===== src/rtl/svp_pkg.sv =====
package svp_pkg;
    typedef enum logic [1:0] {
        MODE_RST = 2'b00,
        MODE_BYP = 2'b01,
        MODE_R24 = 2'b10,
        MODE_R32 = 2'b11
    } mode_e;

    localparam int ADP_W24 = 3;
    localparam int ADP_W32 = 4;
endpackage


===== src/rtl/svp_edge.sv =====
module svp_edge (
    input  logic clk,
    input  logic rst_n,
    input  logic bclk,
    output logic rise,
    output logic fall
);
    typedef struct packed {
        logic lvl;
    } edge_st;

    edge_st st_d, st_q;

    always_comb begin
        st_d     = st_q;
        st_d.lvl = bclk;
    end

    always_ff @(posedge clk or negedge rst_n) begin
        if (!rst_n) st_q <= '0;
        else        st_q <= st_d;
    end

    assign rise = bclk & ~st_q.lvl;
    assign fall = ~bclk & st_q.lvl;
endmodule


===== src/rtl/svp_pcm_lane.sv =====
module svp_pcm_lane import svp_pkg::*; #(
    parameter int W = 8,
    parameter logic [W-1:0] IDLE_A = 8'hD5,
    parameter logic [W-1:0] IDLE_U = 8'hFF
) (
    input  logic         clk,
    input  logic         rst_n,
    input  logic         run,
    input  logic         rise,
    input  logic         fall,
    input  logic         stb,
    input  logic         rx_bit,
    input  mode_e        mode,
    input  logic         law_a,
    input  logic         fmt_std,
    input  logic [W-1:0] core_word,
    output logic [W-1:0] word,
    output logic         vld,
    output logic         err,
    output logic         tx_bit,
    output logic         tx_act
);
    localparam int CW = $clog2(W + 1);
    localparam logic [CW-1:0] FULL = CW'(W);
    localparam logic [CW-1:0] LAST = CW'(W - 1);

    typedef struct packed {
        logic [CW-1:0] rcnt;
        logic [W-1:0]  rsh;
        logic [W-1:0]  loopb;
        logic [W-1:0]  word;
        logic          vld;
        logic          err;
        logic [CW-1:0] tcnt;
        logic [W-1:0]  tsh;
        logic          tbit;
        logic          tact;
    } lane_st;

    lane_st st_d, st_q;

    function automatic logic [W-1:0] line_mask(input logic a, input logic std);
        logic [W-1:0] m;
        m = '0;
        if (std) begin
            for (int i = 0; i < W; i++) begin
                m[i] = a ? (i % 2 == 0) : (i != W - 1);
            end
        end
        return m;
    endfunction

    always_comb begin
        logic [W-1:0] mask;
        logic [W-1:0] full_rx;
        logic [W-1:0] out_w;

        mask    = line_mask(law_a, fmt_std);
        full_rx = {st_q.rsh[W-2:0], rx_bit};
        case (mode)
            MODE_RST: out_w = law_a ? IDLE_A : IDLE_U;
            MODE_BYP: out_w = st_q.loopb;
            default:  out_w = core_word ^ mask;
        endcase

        st_d     = st_q;
        st_d.vld = 1'b0;
        st_d.err = 1'b0;

        if (!run) begin
            st_d = '0;
        end else begin
            if (fall) begin
                if (stb) begin
                    if (st_q.rcnt != FULL) begin
                        st_d.rsh  = full_rx;
                        st_d.rcnt = st_q.rcnt + 1'b1;
                        if (st_q.rcnt == LAST) begin
                            st_d.loopb = full_rx;
                            if (mode[1]) begin
                                st_d.vld  = 1'b1;
                                st_d.word = full_rx ^ mask;
                            end
                        end
                    end
                end else begin
                    if (st_q.rcnt != '0 && st_q.rcnt != FULL) st_d.err = 1'b1;
                    st_d.rcnt = '0;
                end
            end
            if (rise) begin
                if (stb) begin
                    if (st_q.tcnt == '0) begin
                        st_d.tbit = out_w[W-1];
                        st_d.tsh  = out_w << 1;
                        st_d.tcnt = CW'(1);
                        st_d.tact = 1'b1;
                    end else if (st_q.tcnt != FULL) begin
                        st_d.tbit = st_q.tsh[W-1];
                        st_d.tsh  = st_q.tsh << 1;
                        st_d.tcnt = st_q.tcnt + 1'b1;
                        st_d.tact = 1'b1;
                    end else begin
                        st_d.tact = 1'b0;
                    end
                end else begin
                    st_d.tcnt = '0;
                    st_d.tact = 1'b0;
                end
            end
        end
    end

    always_ff @(posedge clk or negedge rst_n) begin
        if (!rst_n) st_q <= '0;
        else        st_q <= st_d;
    end

    assign word   = st_q.word;
    assign vld    = st_q.vld;
    assign err    = st_q.err;
    assign tx_bit = st_q.tbit;
    assign tx_act = st_q.tact;
endmodule


===== src/rtl/svp_adp_lane.sv =====
module svp_adp_lane import svp_pkg::*; #(
    parameter int AW = 4
) (
    input  logic          clk,
    input  logic          rst_n,
    input  logic          run,
    input  logic          rise,
    input  logic          fall,
    input  logic          stb,
    input  logic          rx_bit,
    input  mode_e         mode_b1,
    input  mode_e         mode_b2,
    input  logic [AW-1:0] core_b1,
    input  logic [AW-1:0] core_b2,
    output logic [AW-1:0] word_b1,
    output logic [AW-1:0] word_b2,
    output logic [1:0]    vld,
    output logic          tx_bit,
    output logic          tx_act
);
    localparam int SPAN = 2 * AW;
    localparam int CW   = $clog2(SPAN + 1);

    typedef struct packed {
        logic [CW-1:0] rcnt;
        logic [CW-1:0] tcnt;
        logic [AW-1:0] sh1;
        logic [AW-1:0] sh2;
        logic [AW-1:0] word1;
        logic [AW-1:0] word2;
        logic [AW-1:0] hold1;
        logic [AW-1:0] hold2;
        logic [1:0]    vld;
        logic          tbit;
        logic          tact;
    } adp_st;

    adp_st st_d, st_q;

    function automatic logic [CW-1:0] wlen(input mode_e m);
        case (m)
            MODE_R24: return CW'(ADP_W24);
            MODE_R32: return CW'(ADP_W32);
            default:  return '0;
        endcase
    endfunction

    function automatic logic pick(input logic [AW-1:0] w, input logic [CW-1:0] len,
                                  input logic [CW-1:0] pos);
        logic r;
        r = 1'b0;
        for (int k = 0; k < AW; k++) begin
            if (CW'(k) + pos + CW'(1) == len) r = w[k];
        end
        return r;
    endfunction

    always_comb begin
        logic [CW-1:0] w1;
        logic [CW-1:0] w2;
        logic [CW-1:0] tot;
        logic [AW-1:0] nsh;
        logic [AW-1:0] src1;
        logic [AW-1:0] src2;

        w1   = wlen(mode_b1);
        w2   = wlen(mode_b2);
        tot  = w1 + w2;
        nsh  = '0;
        src1 = (st_q.tcnt == '0) ? core_b1 : st_q.hold1;
        src2 = (st_q.tcnt == '0) ? core_b2 : st_q.hold2;

        st_d     = st_q;
        st_d.vld = 2'b00;

        if (!run) begin
            st_d = '0;
        end else begin
            if (fall) begin
                if (stb) begin
                    if (st_q.rcnt < tot) begin
                        if (st_q.rcnt < w1) begin
                            nsh = (st_q.rcnt == '0) ? {{(AW-1){1'b0}}, rx_bit}
                                                    : {st_q.sh1[AW-2:0], rx_bit};
                            st_d.sh1 = nsh;
                            if (st_q.rcnt == w1 - 1'b1) begin
                                st_d.vld[0] = 1'b1;
                                st_d.word1  = nsh;
                            end
                        end else begin
                            nsh = (st_q.rcnt == w1) ? {{(AW-1){1'b0}}, rx_bit}
                                                    : {st_q.sh2[AW-2:0], rx_bit};
                            st_d.sh2 = nsh;
                            if (st_q.rcnt == tot - 1'b1) begin
                                st_d.vld[1] = 1'b1;
                                st_d.word2  = nsh;
                            end
                        end
                        st_d.rcnt = st_q.rcnt + 1'b1;
                    end
                end else begin
                    st_d.rcnt = '0;
                end
            end
            if (rise) begin
                if (stb) begin
                    if (st_q.tcnt == '0) begin
                        st_d.hold1 = core_b1;
                        st_d.hold2 = core_b2;
                    end
                    if (st_q.tcnt < tot) begin
                        st_d.tact = 1'b1;
                        st_d.tbit = (st_q.tcnt < w1) ? pick(src1, w1, st_q.tcnt)
                                                     : pick(src2, w2, st_q.tcnt - w1);
                        st_d.tcnt = st_q.tcnt + 1'b1;
                    end else begin
                        st_d.tact = 1'b0;
                    end
                end else begin
                    st_d.tcnt = '0;
                    st_d.tact = 1'b0;
                end
            end
        end
    end

    always_ff @(posedge clk or negedge rst_n) begin
        if (!rst_n) st_q <= '0;
        else        st_q <= st_d;
    end

    assign word_b1 = st_q.word1;
    assign word_b2 = st_q.word2;
    assign vld     = st_q.vld;
    assign tx_bit  = st_q.tbit;
    assign tx_act  = st_q.tact;
endmodule


===== src/rtl/svp_port.sv =====
module svp_port import svp_pkg::*; #(
    parameter int PCM_W = 8,
    parameter int ADP_W = 4,
    parameter logic [PCM_W-1:0] IDLE_A = 8'hD5,
    parameter logic [PCM_W-1:0] IDLE_U = 8'hFF
) (
    input  logic             clk,
    input  logic             rst_n,
    input  logic             pwr_n,
    input  logic             bclk,
    input  logic             law_a,
    input  logic             fmt_std,
    input  logic [1:0]       mode_b1,
    input  logic [1:0]       mode_b2,
    input  logic             stb_b1,
    input  logic             stb_b2,
    input  logic             stb_adp,
    input  logic             pcm_rx,
    input  logic             adp_rx,
    output logic             pcm_tx,
    output logic             pcm_tx_en,
    output logic             adp_tx,
    output logic             adp_tx_en,
    input  logic [PCM_W-1:0] tx_pcm_b1,
    input  logic [PCM_W-1:0] tx_pcm_b2,
    input  logic [ADP_W-1:0] tx_adp_b1,
    input  logic [ADP_W-1:0] tx_adp_b2,
    output logic [PCM_W-1:0] rx_pcm_b1,
    output logic [PCM_W-1:0] rx_pcm_b2,
    output logic [1:0]       rx_pcm_vld,
    output logic [ADP_W-1:0] rx_adp_b1,
    output logic [ADP_W-1:0] rx_adp_b2,
    output logic [1:0]       rx_adp_vld,
    output logic [1:0]       frm_err
);
    localparam int NCH = 2;

    typedef struct packed {
        logic en;
    } top_st;

    top_st st_d, st_q;

    logic rise, fall;
    logic             stb_v  [NCH];
    mode_e            mode_v [NCH];
    logic [PCM_W-1:0] core_v [NCH];
    logic [PCM_W-1:0] word_v [NCH];
    logic [NCH-1:0]   tbit_v, tact_v;
    logic             adp_bit, adp_act;

    assign stb_v[0]  = stb_b1;
    assign stb_v[1]  = stb_b2;
    assign mode_v[0] = mode_e'(mode_b1);
    assign mode_v[1] = mode_e'(mode_b2);
    assign core_v[0] = tx_pcm_b1;
    assign core_v[1] = tx_pcm_b2;

    svp_edge u_edge (
        .clk   (clk),
        .rst_n (rst_n),
        .bclk  (bclk),
        .rise  (rise),
        .fall  (fall)
    );

    for (genvar g = 0; g < NCH; g++) begin : g_lane
        svp_pcm_lane #(
            .W      (PCM_W),
            .IDLE_A (IDLE_A),
            .IDLE_U (IDLE_U)
        ) u_lane (
            .clk       (clk),
            .rst_n     (rst_n),
            .run       (pwr_n),
            .rise      (rise),
            .fall      (fall),
            .stb       (stb_v[g]),
            .rx_bit    (pcm_rx),
            .mode      (mode_v[g]),
            .law_a     (law_a),
            .fmt_std   (fmt_std),
            .core_word (core_v[g]),
            .word      (word_v[g]),
            .vld       (rx_pcm_vld[g]),
            .err       (frm_err[g]),
            .tx_bit    (tbit_v[g]),
            .tx_act    (tact_v[g])
        );
    end

    svp_adp_lane #(.AW(ADP_W)) u_adp (
        .clk     (clk),
        .rst_n   (rst_n),
        .run     (pwr_n),
        .rise    (rise),
        .fall    (fall),
        .stb     (stb_adp),
        .rx_bit  (adp_rx),
        .mode_b1 (mode_v[0]),
        .mode_b2 (mode_v[1]),
        .core_b1 (tx_adp_b1),
        .core_b2 (tx_adp_b2),
        .word_b1 (rx_adp_b1),
        .word_b2 (rx_adp_b2),
        .vld     (rx_adp_vld),
        .tx_bit  (adp_bit),
        .tx_act  (adp_act)
    );

    always_comb begin
        st_d    = st_q;
        st_d.en = pwr_n;
    end

    always_ff @(posedge clk or negedge rst_n) begin
        if (!rst_n) st_q <= '0;
        else        st_q <= st_d;
    end

    assign rx_pcm_b1 = word_v[0];
    assign rx_pcm_b2 = word_v[1];
    assign pcm_tx    = tact_v[0] ? tbit_v[0] : (tact_v[1] ? tbit_v[1] : 1'b1);
    assign adp_tx    = adp_act ? adp_bit : 1'b1;
    assign pcm_tx_en = st_q.en;
    assign adp_tx_en = st_q.en;
endmodule


===== config.mk =====
export PLATFORM = sky130hd
export DESIGN_NAME = svp_port
export DESIGN_NICKNAME = d
export VERILOG_FILES = /design/src/rtl/svp_pkg.sv /design/src/rtl/svp_edge.sv /design/src/rtl/svp_pcm_lane.sv /design/src/rtl/svp_adp_lane.sv /design/src/rtl/svp_port.sv
export SDC_FILE = /design/constraint.sdc
export NUM_CORES = 1
export LEC_CHECK = 0
export ABC_CLOCK_PERIOD_IN_PS = 6150
export BUFFER_PORTS_ARGS = -buffer_cell sky130_fd_sc_hd__buf_2
export CAP_MARGIN = 20
export CORE_UTILIZATION = 62
export DETAILED_ROUTE_END_ITERATION = 8
export PLACE_DENSITY_LB_ADDON = 0.08
export SLEW_MARGIN = 25
export SYNTH_ARGS = -nofsm -noshare
export SYNTH_HDL_FRONTEND = slang
export SYNTH_SLANG_ARGS = --single-unit

===== constraint.sdc =====
create_clock -name clk -period 6.15 [get_ports clk]
set_clock_uncertainty 0.2 [all_clocks]
set_input_delay 1.23 -clock clk [delete_from_list [all_inputs] [get_ports clk]]
set_output_delay 1.23 -clock clk [all_outputs]
set_load 0.01 [all_outputs]

==> out/metrics.yaml, run 1 <==
grt_max_degree: 79
yosysSeqAreaShare_pct: 41.7
finalWorstSetupSlack_ns: 1.66
power_mw: 2.11
netlist_area_um2: 7210
clk_pin_slew_worst_paths_ns: 0.06
wire_per_inst_um: 18.2
ys.warnings.count: 0
crit_path_start_kind: "input pin"
fp.coreArea_um2: 11400
route.detailed.drc: 0
fin_cells: 943
setup_violations: 0
hpwlAfterDp_um: 11600
dp_cells: 911
final_area_um2: 7990
min_period_ns: 4.49
cts_setup_buffers: 0
cts_resized: 0
synth.ff_latch_count: 120
drtAntennaViolNets: 0
synth_top_area_share_pct: 41.7
clock_latency_ns: 0.43
via_per_inst: 6.16
end_kind: "register"
seq_area_um2: 3000
dr_total_vias: 5809
hp-class: "register to register"
post_dp_cell_area_um2: 7380
cp_num_buf_inv: 3
grt_pass1_wl_um: 27600
portBuffers: 72
drt-initial-drc-count: 510
run_status: "complete, no violations"
gp_congestion: 0.878
dp_slack_ns: 1.28
synthArstFlopShare_pct: 100
layout_commonest_cell: "dfrtp_1"
initial_core_util_pct: 63.4
p_per_area_nw_per_um2: 264
core.rowCount: 39
num_io_pins: 73
tritoncts: "built"
multiInputGateArea_um2: 3700
crit_chain: "buf_2, nand2b_4, inv_2, nand2_1, fa_1, inv_1, ha_1, xor3_2, mux2_1, or3_4, o211ai_1, o211a_1, o22ai_1, a211oi_2"
irDropWorstVdd_mv: 0.272
crit_fanout: 17
slowest_delay_ns: 0.74
critPathSlowestCell: "fa_1"
antennaDiodeCount: 0
area_growth_pct: 10.9
grt-ovfl-total: 0
fill_cells: 856
nets: 860
syn-num-nets: 832
cts_buffers: 17
syn-mean-instance-area_um2: 9.50
yosys.area.top_type: "dfrtp_1"
postCtsHoldBufs: 0
relSlewSlack_pct: 40.5
finalMaxSlewViolations: 0
grt_setup_unrepaired: "no"
finalCritPeriodShare_pct: 72.9
synth_edf_count: 0
utilization_pct: 70.3
h-tree-depth: 4
p_leak_nw: 3.68
hold_viol_final: 0
timing.fmax_ghz: 0.223
synth_cells: 759
wirelength_um: 17200
grt_pass1_vias: 5674
die_h_um: 110
worst_pin_slew_ns: 0.890
grt_usage_pct: 30.5
cts_num_sinks: 120
yosys-top-cells-area: "dfrtp_1, ha_1, nand2_1"
arrival_ns: 4.63
cts_buffer_depth: 2
fp.dieW_um: 110
antenna_found_initial: 0
drive_gt1_share_pct: 17.0
synthFlopType: "dfrtp_1"
mostFrequentLayoutCells: "dfrtp_1, nand2_1, buf_2"
crit_type: "input pin to register"
maxCapViolCount: 0
crit_family: "adder cells"
cp_data_required_time_ns: 6.30
tns_ns: 0
dr.pass1.iters: 5
dieArea_um2: 12100
synth_cell_type_count: 71
cts_root_buf: "clkbuf_16"
hold-worst-slack_ns: 0.285
-- power breakdown --
part / switching (mW) / internal, mW
Sequential: 0.0128 / 0.804
Combinational: 0.169 / 0.101
Clock: 0.404 / 0.617
-- flip-flops by register name, summed over array words and instances, names as in the netlist, 4 cells and up --
name	flops
g_lane.u_lane.st_q	60
u_adp.st_q	22
g_lane.u_lane.word	16
u_adp.word_b1	4
u_adp.word_b2	4
-- cell families after synthesis --
| kind of cell | Yosys count | synth area share (%) |
|---|---|---|
| adder cells (fa/ha/maj) | 34 | 6.00 |
| flip-flops | 120 | 41.7 |
| AO/OA/AOI/OAI | 201 | 18.7 |
| multiplexers | 29 | 4.11 |
| XOR/XNOR | 47 | 6.72 |
| buffers and inverters | 95 | 7.08 |
| AND/OR/NAND/NOR | 233 | 15.8 |
-- path summary, 6_finish.rpt --
| check | from | end | slack [ns] | depth (start not counted) |
|---|---|---|---|---|
| setup reg to reg | u_adp.st_q[28] | u_adp.tx_bit | 2.33 | 12 |
| max in group asynchronous | rst_n | g_lane[0].u_lane.st_q[27] | 4.08 | 2 |
| setup / recovery | mode_b1[1] | u_adp.tx_bit | 1.66 | 14 |
| hold / removal | g_lane[0].u_lane.word[4] | g_lane[0].u_lane.word[4] | 0.29 | 2 |
| hold reg to reg | g_lane[0].u_lane.word[4] | g_lane[0].u_lane.word[4] | 0.29 | 2 |
| min in group asynchronous | rst_n | u_adp.word_b1[2] | 0.65 | 1 |
-- cell usage after synthesis, types with 3 or more instances --
cell,n
a22o_1,31
mux2_2,3
and3_1,5
o21a_1,3
xnor2_1,31
o211ai_1,10
buf_2,7
xor2_1,11
buf_4,32
clkbuf_1,25
nor3b_1,6
nand3b_1,5
a32o_1,5
o22ai_1,10
nand4_1,3
nand2_1,74
inv_2,4
dfrtp_1,120
nor3_1,9
nor2b_1,11
nor2_1,69
a31oi_1,6
nand2b_1,6
inv_1,23
ha_1,33
o21ai_1,24
nand3_1,27
o21ai_0,37
mux2i_1,24
a22oi_1,6
a211oi_1,24
a21oi_1,28
-- cell type report --
type | count | share of cell area [%]
flip-flops and latches | 120 | 37.6
clock inverters | 14 | 2.07
repair buffers | 77 | 5.06
multi-input cells | 544 | 46.3
well taps | 143 | 2.24
inverters | 27 | 1.27
clock buffers | 18 | 5.49
-- per-layer routing --
| layer | track usage (%) | wire [µm] |
|---|---|---|
| met5 | 0 | 0 |
| met4 | 11.7 | 287 |
| met3 | 8.18 | 844 |
| met2 | 50.6 | 8490 |
| met1 | 37.8 | 7570 |
-- worst min-delay path, stage by stage, from the launching register on --
cell and delay (ns):
dfrtp_1 0.34, nand2_1 0.05, o21ai_1 0.06
No activity file was read; power rests on OpenSTA's default activity.
==> inputs of run 2 (changes only) <==
--- a/config.mk
+++ b/config.mk
@@ -5,10 +5,10 @@
 export SDC_FILE = /design/constraint.sdc
 export NUM_CORES = 1
 export LEC_CHECK = 0
-export ABC_CLOCK_PERIOD_IN_PS = 6150
+export ABC_CLOCK_PERIOD_IN_PS = 4500
 export BUFFER_PORTS_ARGS = -buffer_cell sky130_fd_sc_hd__buf_2
 export CAP_MARGIN = 20
-export CORE_UTILIZATION = 62
+export CORE_UTILIZATION = 60
 export DETAILED_ROUTE_END_ITERATION = 8
 export PLACE_DENSITY_LB_ADDON = 0.08
 export SLEW_MARGIN = 25
==> constraint.sdc (replaced) <==
create_clock -name clk -period 4.5 [get_ports clk]
set_clock_uncertainty 0.2 [all_clocks]
set_input_delay 0.9 -clock clk [delete_from_list [all_inputs] [get_ports clk]]
set_output_delay 0.9 -clock clk [all_outputs]
set_load 0.01 [all_outputs]
==> run 2 against run 1 <==
  * The flow now finishes with violations (DRC)
  * Die area grew 3.3%
  * First-iteration DRC count shrank 5.5%
  * Routed wire length fell by 5.5%
  * Core utilization down 1.3 points
  * Final cell count increased by 0.53%
==> out/metrics.yaml, run 2 (same netlist as run 1, synthesis figures left out) <==
finalMaxSlewViolations: 0
top_register: "g_lane.u_lane.st_q"
dieArea_um2: 12500
slowest_delay_ns: 0.54
timing.fmax_ghz: 0.257
hold-worst-slack_ns: 0.124
arrival_ns: 4.02
cp_num_buf_inv: 3
run_status: "complete, but fails checks"
irDropWorstVdd_mv: 0.262
portBuffers: 72
drt-initial-drc-count: 482
clock_latency_ns: 0.41
antennaDiodeCount: 0
mostFrequentLayoutCells: "dfrtp_1, nand2_1, buf_2"
p_leak_nw: 3.70
worst_pin_slew_ns: 0.945
num_io_pins: 73
route.detailed.drc: 1
p_per_area_nw_per_um2: 337
finalCritPeriodShare_pct: 86.5
cts_buffers: 17
grt_pass1_wl_um: 27200
setup_violations: 0
cts_setup_buffers: 0
failed_checks: "DRC"
crit_family: "simple AND/OR/NAND/NOR gates"
wire_per_inst_um: 17.1
nets: 869
dr.pass1.iters: 9
tns_ns: 0
crit_chain: "buf_2, nand2b_4, inv_2, nand2_1, fa_1, buf_4, ha_1, xor3_2, xnor2_1, xor2_1, or4_4, nor3b_2, o22ai_1, a211oi_2"
die_h_um: 112
grt_max_degree: 109
wirelength_um: 16200
hpwlAfterDp_um: 11500
cts_root_buf: "clkbuf_16"
largest_register_ffs: 60
h-tree-depth: 4
grt_setup_unrepaired: "no"
grt_usage_pct: 27.8
area_growth_pct: 10.7
drtAntennaViolNets: 0
gp_congestion: 0.875
grt_pass1_vias: 5538
relSlewSlack_pct: 37.0
drive_gt1_share_pct: 17.0
postCtsHoldBufs: 0
end_kind: "register"
tritoncts: "built"
dr_total_vias: 5705
cts_num_sinks: 120
crit_path_start_kind: "input pin"
maxCapViolCount: 0
layout_commonest_cell: "dfrtp_1"
cts_buffer_depth: 2
min_period_ns: 3.89
cts_resized: 0
via_per_inst: 6.02
cp_data_required_time_ns: 4.63
initial_core_util_pct: 62.3
grt-ovfl-total: 0
clk_pin_slew_worst_paths_ns: 0.05
critPathSlowestCell: "fa_1"
hp-class: "input pin to asynchronous set/reset pin"
hold_viol_final: 0
core.rowCount: 39
crit_type: "input pin to register"
crit_fanout: 10
antenna_found_initial: 0
fp.dieW_um: 112
fp.coreArea_um2: 11600
[run 2: cell types whose count changed in the layout (fill, tap and decap cells not counted), sizes merged]
cell / change
bufinv: -2
inv: -5
clkbuf: +7
clkinv: -1
buf: +9
clkinvlp: -3
[run 2: path summary, 6_finish.rpt]
check | startpoint | to | slack, ns | depth (start not counted)
worst max-delay path | mode_b1[0] | u_adp.tx_bit | 0.61 | 14
min in group clk | g_lane[1].u_lane.word[0] | g_lane[1].u_lane.word[0] | 0.28 | 2
worst min-delay path | rst_n | u_adp.st_q[30] | 0.12 | 1
worst min register to register | g_lane[1].u_lane.word[0] | g_lane[1].u_lane.word[0] | 0.28 | 2
worst max register to register | u_adp.st_q[28] | u_adp.tx_bit | 0.90 | 12
max in group asynchronous | rst_n | g_lane[1].u_lane.st_q[34] | 3.17 | 2
[run 2: through the flow]
| stage | instances | setup WS [ns] | area, µm² | total power, mW | utilization [%] |
|---|---|---|---|---|---|
| floorplan | 759 | 0.363 | 7210 | 1.39 | - |
| global placement | 920 | 0.370 | 7460 | 1.49 | 64.5 |
| detailed placement | 920 | 0.228 | 7460 | 1.50 | 64.5 |
| CTS | 948 | 0.659 | 7980 | 2.71 | 69.0 |
| global route | 948 | 0.399 | 7980 | 2.80 | 69.0 |
| finish | 948 | 0.606 | 7980 | 2.69 | 69.0 |
[run 2: cell type report]
class / instances / area [µm²]
clock buffer: 25 / 505
clock inverter: 3 / 17.5
fill: 919 / 3580
inverter: 27 / 101
multi-input combinational: 544 / 3700
sequential: 120 / 3000
tap: 143 / 179
timing repair buffer: 86 / 480
[run 2: routing by layer]
metal | up-vias | GRT usage, % | share of wire, %
met5 | - | 0 | 0
met4 | 0 | 8.92 | 1.4
met3 | 20 | 5.61 | 4.4
met2 | 153 | 45.8 | 49
met1 | 2787 | 37.0 | 45
li1 | 2745 | - | -
[run 2: report_power, final]
part | total (mW) | internal [mW] | switching [mW]
registers | 1.12 | 1.10 | 0.0167
logic | 0.370 | 0.143 | 0.227
clock network | 1.21 | 0.760 | 0.445
total | 2.69 | 2.00 | 0.689
[run 2: worst register-to-register path: stages (launching register included)]
cell,delay [ns]
dfrtp_1,0.54
inv_2,0.18
nand2_1,0.11
fa_1,0.54
buf_4,0.17
ha_1,0.16
xor3_2,0.27
xnor2_1,0.30
xor2_1,0.12
or4_4,0.43
nor3b_2,0.22
o22ai_1,0.10
a211oi_2,0.21
==> inputs of run 3 (changes only) <==
--- a/config.mk
+++ b/config.mk
@@ -5,7 +5,7 @@
 export SDC_FILE = /design/constraint.sdc
 export NUM_CORES = 1
 export LEC_CHECK = 0
-export ABC_CLOCK_PERIOD_IN_PS = 4500
+export ABC_CLOCK_PERIOD_IN_PS = 3800
 export BUFFER_PORTS_ARGS = -buffer_cell sky130_fd_sc_hd__buf_2
 export CAP_MARGIN = 20
 export CORE_UTILIZATION = 60
==> constraint.sdc (replaced) <==
create_clock -name clk -period 3.8 [get_ports clk]
set_clock_uncertainty 0.2 [all_clocks]
set_input_delay 0.76 -clock clk [delete_from_list [all_inputs] [get_ports clk]]
set_output_delay 0.76 -clock clk [all_outputs]
set_load 0.01 [all_outputs]
==> run 3 against run 2 <==
  * Largest power group unchanged
  * Via count is 1.5% higher
  * Highest routed layer unchanged
  * Clock power increased by 28%
  * Hold slack improved by 0.092 ns
  * The run still ends with DRC left
  * Critical path depth stayed put
  * Count of clock-buffer cells in the layout decreased by 2
  * Non-clock buffer count is 16 higher
==> out/metrics.yaml, run 3 (same netlist as run 1, synthesis figures left out) <==
run_status: "complete, but fails checks"
failed_checks: "DRC"
tritoncts: "built"
arrival_ns: 3.54
grt_pass1_wl_um: 28600
clk_pin_slew_worst_paths_ns: 0.05
dr.pass1.iters: 7
grt_usage_pct: 29.1
hp-class: "input pin to asynchronous set/reset pin"
worst_pin_slew_ns: 0.853
drt-initial-drc-count: 404
grtUsageMet2_pct: 48.5
top_usage_layer: "met2"
crit_path_start_kind: "input pin"
route.detailed.drc: 8
grtUsageMet3_pct: 5.17
reg2reg_depth: 12
num_io_pins: 73
cts_buffer_depth: 2
setup_violations: 0
crit_type: "input pin to register"
via_per_inst: 5.98
hold_viol_final: 0
mostFrequentLayoutCells: "dfrtp_1, nand2_1, buf_2"
postCtsHoldBufs: 0
drive_gt1_share_pct: 19.4
fp.coreArea_um2: 11600
dr_total_vias: 5793
hold-worst-slack_ns: 0.216
antennaDiodeCount: 0
irDropWorstVdd_mv: 0.370
h-tree-depth: 4
layout_commonest_cell: "dfrtp_1"
fp.dieW_um: 112
end_kind: "register"
min_period_ns: 3.41
cts_buffers: 17
relSlewSlack_pct: 42.9
clock_latency_ns: 0.41
grt_setup_unrepaired: "no"
timing.reg2reg.setup_slack_ns: 0.53
core.rowCount: 39
drtAntennaViolNets: 0
portBuffers: 72
hpwlAfterDp_um: 11900
slowest_delay_ns: 0.61
grt_pass1_vias: 5814
largest_register_ffs: 60
critPathSlowestCell: "fa_2"
die_h_um: 112
cp_num_buf_inv: 3
finalWorstSetupSlack_ns: 0.392
p_per_area_nw_per_um2: 409
cts_resized: 0
dieArea_um2: 12500
antenna_found_initial: 0
initial_core_util_pct: 62.3
maxCapViolCount: 0
gp_congestion: 0.848
timing.rr.start: "u_adp.st_q[28]"
met1_usage_pct: 37.1
dp_slack_ns: -0.0210
top_register: "g_lane.u_lane.st_q"
p_leak_nw: 3.81
grt-ovfl-total: 0
cts_root_buf: "clkbuf_16"
crit_family: "adder cells"
grt_max_degree: 63
nets: 885
power_mw: 3.34
finalCritPeriodShare_pct: 89.7
crit_fanout: 3
r2r-end: "u_adp.tx_bit"
cp_data_required_time_ns: 3.93
cts_setup_buffers: 0
timing.fmax_ghz: 0.293
wire_per_inst_um: 17.3
crit_chain: "buf_2, nand2b_4, inv_4, nand2_2, fa_2, inv_2, ha_1, xor3_2, mux2_1, or3_4, o211ai_1, o211a_1, o22ai_1, a211oi_2"
area_growth_pct: 13.2
finalMaxSlewViolations: 0
wirelength_um: 16800
cts_num_sinks: 120
-- run 3: worst reg2reg max path, delay by kind of cell (launching register included) --
family                     cells  cell delay (ns)
muxes                          1             0.32
DFF                            1             0.39
adders and majority gates      2             0.81
AOI/OAI and AO/OA              4             0.65
buffers and inverters          2             0.16
and+or+nand+nor                2             0.42
xor gates and xnor gates       1             0.24
-- run 3: metrics by stage --
stage	utilization (%)	instances	setup TNS [ns]	instance area (µm²)
5_1_grt	70.6	968	0	8160
2_1_floorplan	-	759	-0.104	7220
4_1_cts	70.6	968	0	8160
3_3_place_gp	65.6	936	0	7590
3_5_place_dp	65.6	936	-0.0210	7590
6_report	70.6	968	0	8160
-- run 3: final cells by class --
class / count / area [µm²]
multi-input combinational: 544 / 3700
fill: 862 / 3400
sequential: 120 / 3000
timing repair buffer: 102 / 601
clock buffer: 23 / 478
tap: 143 / 179
inverter: 27 / 104
clock inverter: 9 / 97.6
-- run 3: how the worst max path moves through the flow --
| stage | startpoint | endpoint | slack [ns] | cells after the start |
|---|---|---|---|---|
| after floorplan | mode_b1[0] | u_adp.tx_bit | -0.10 | 14 |
| after global placement | mode_b1[0] | u_adp.tx_bit | 0.05 | 14 |
| after detailed placement | mode_b1[0] | u_adp.tx_bit | -0.02 | 14 |
| after CTS | mode_b1[0] | u_adp.tx_bit | 0.40 | 14 |
| after global routing | mode_b1[0] | u_adp.tx_bit | 0.24 | 14 |
| final | mode_b1[0] | u_adp.tx_bit | 0.39 | 14 |
-- run 3: report_power, final --
group	switching, mW	leakage, nW	internal, mW
Clock	0.542	0.286	1.01
Sequential	0.0179	1.66	1.30
Combinational	0.278	1.86	0.188
Total	0.838	3.81	2.50
-- run 3: metal layers --
layer | wire, µm | share of wire (%)
met1 | 7460 | 45
met2 | 8260 | 49
met3 | 672 | 4.0
met4 | 363 | 2.2
met5 | 0 | 0
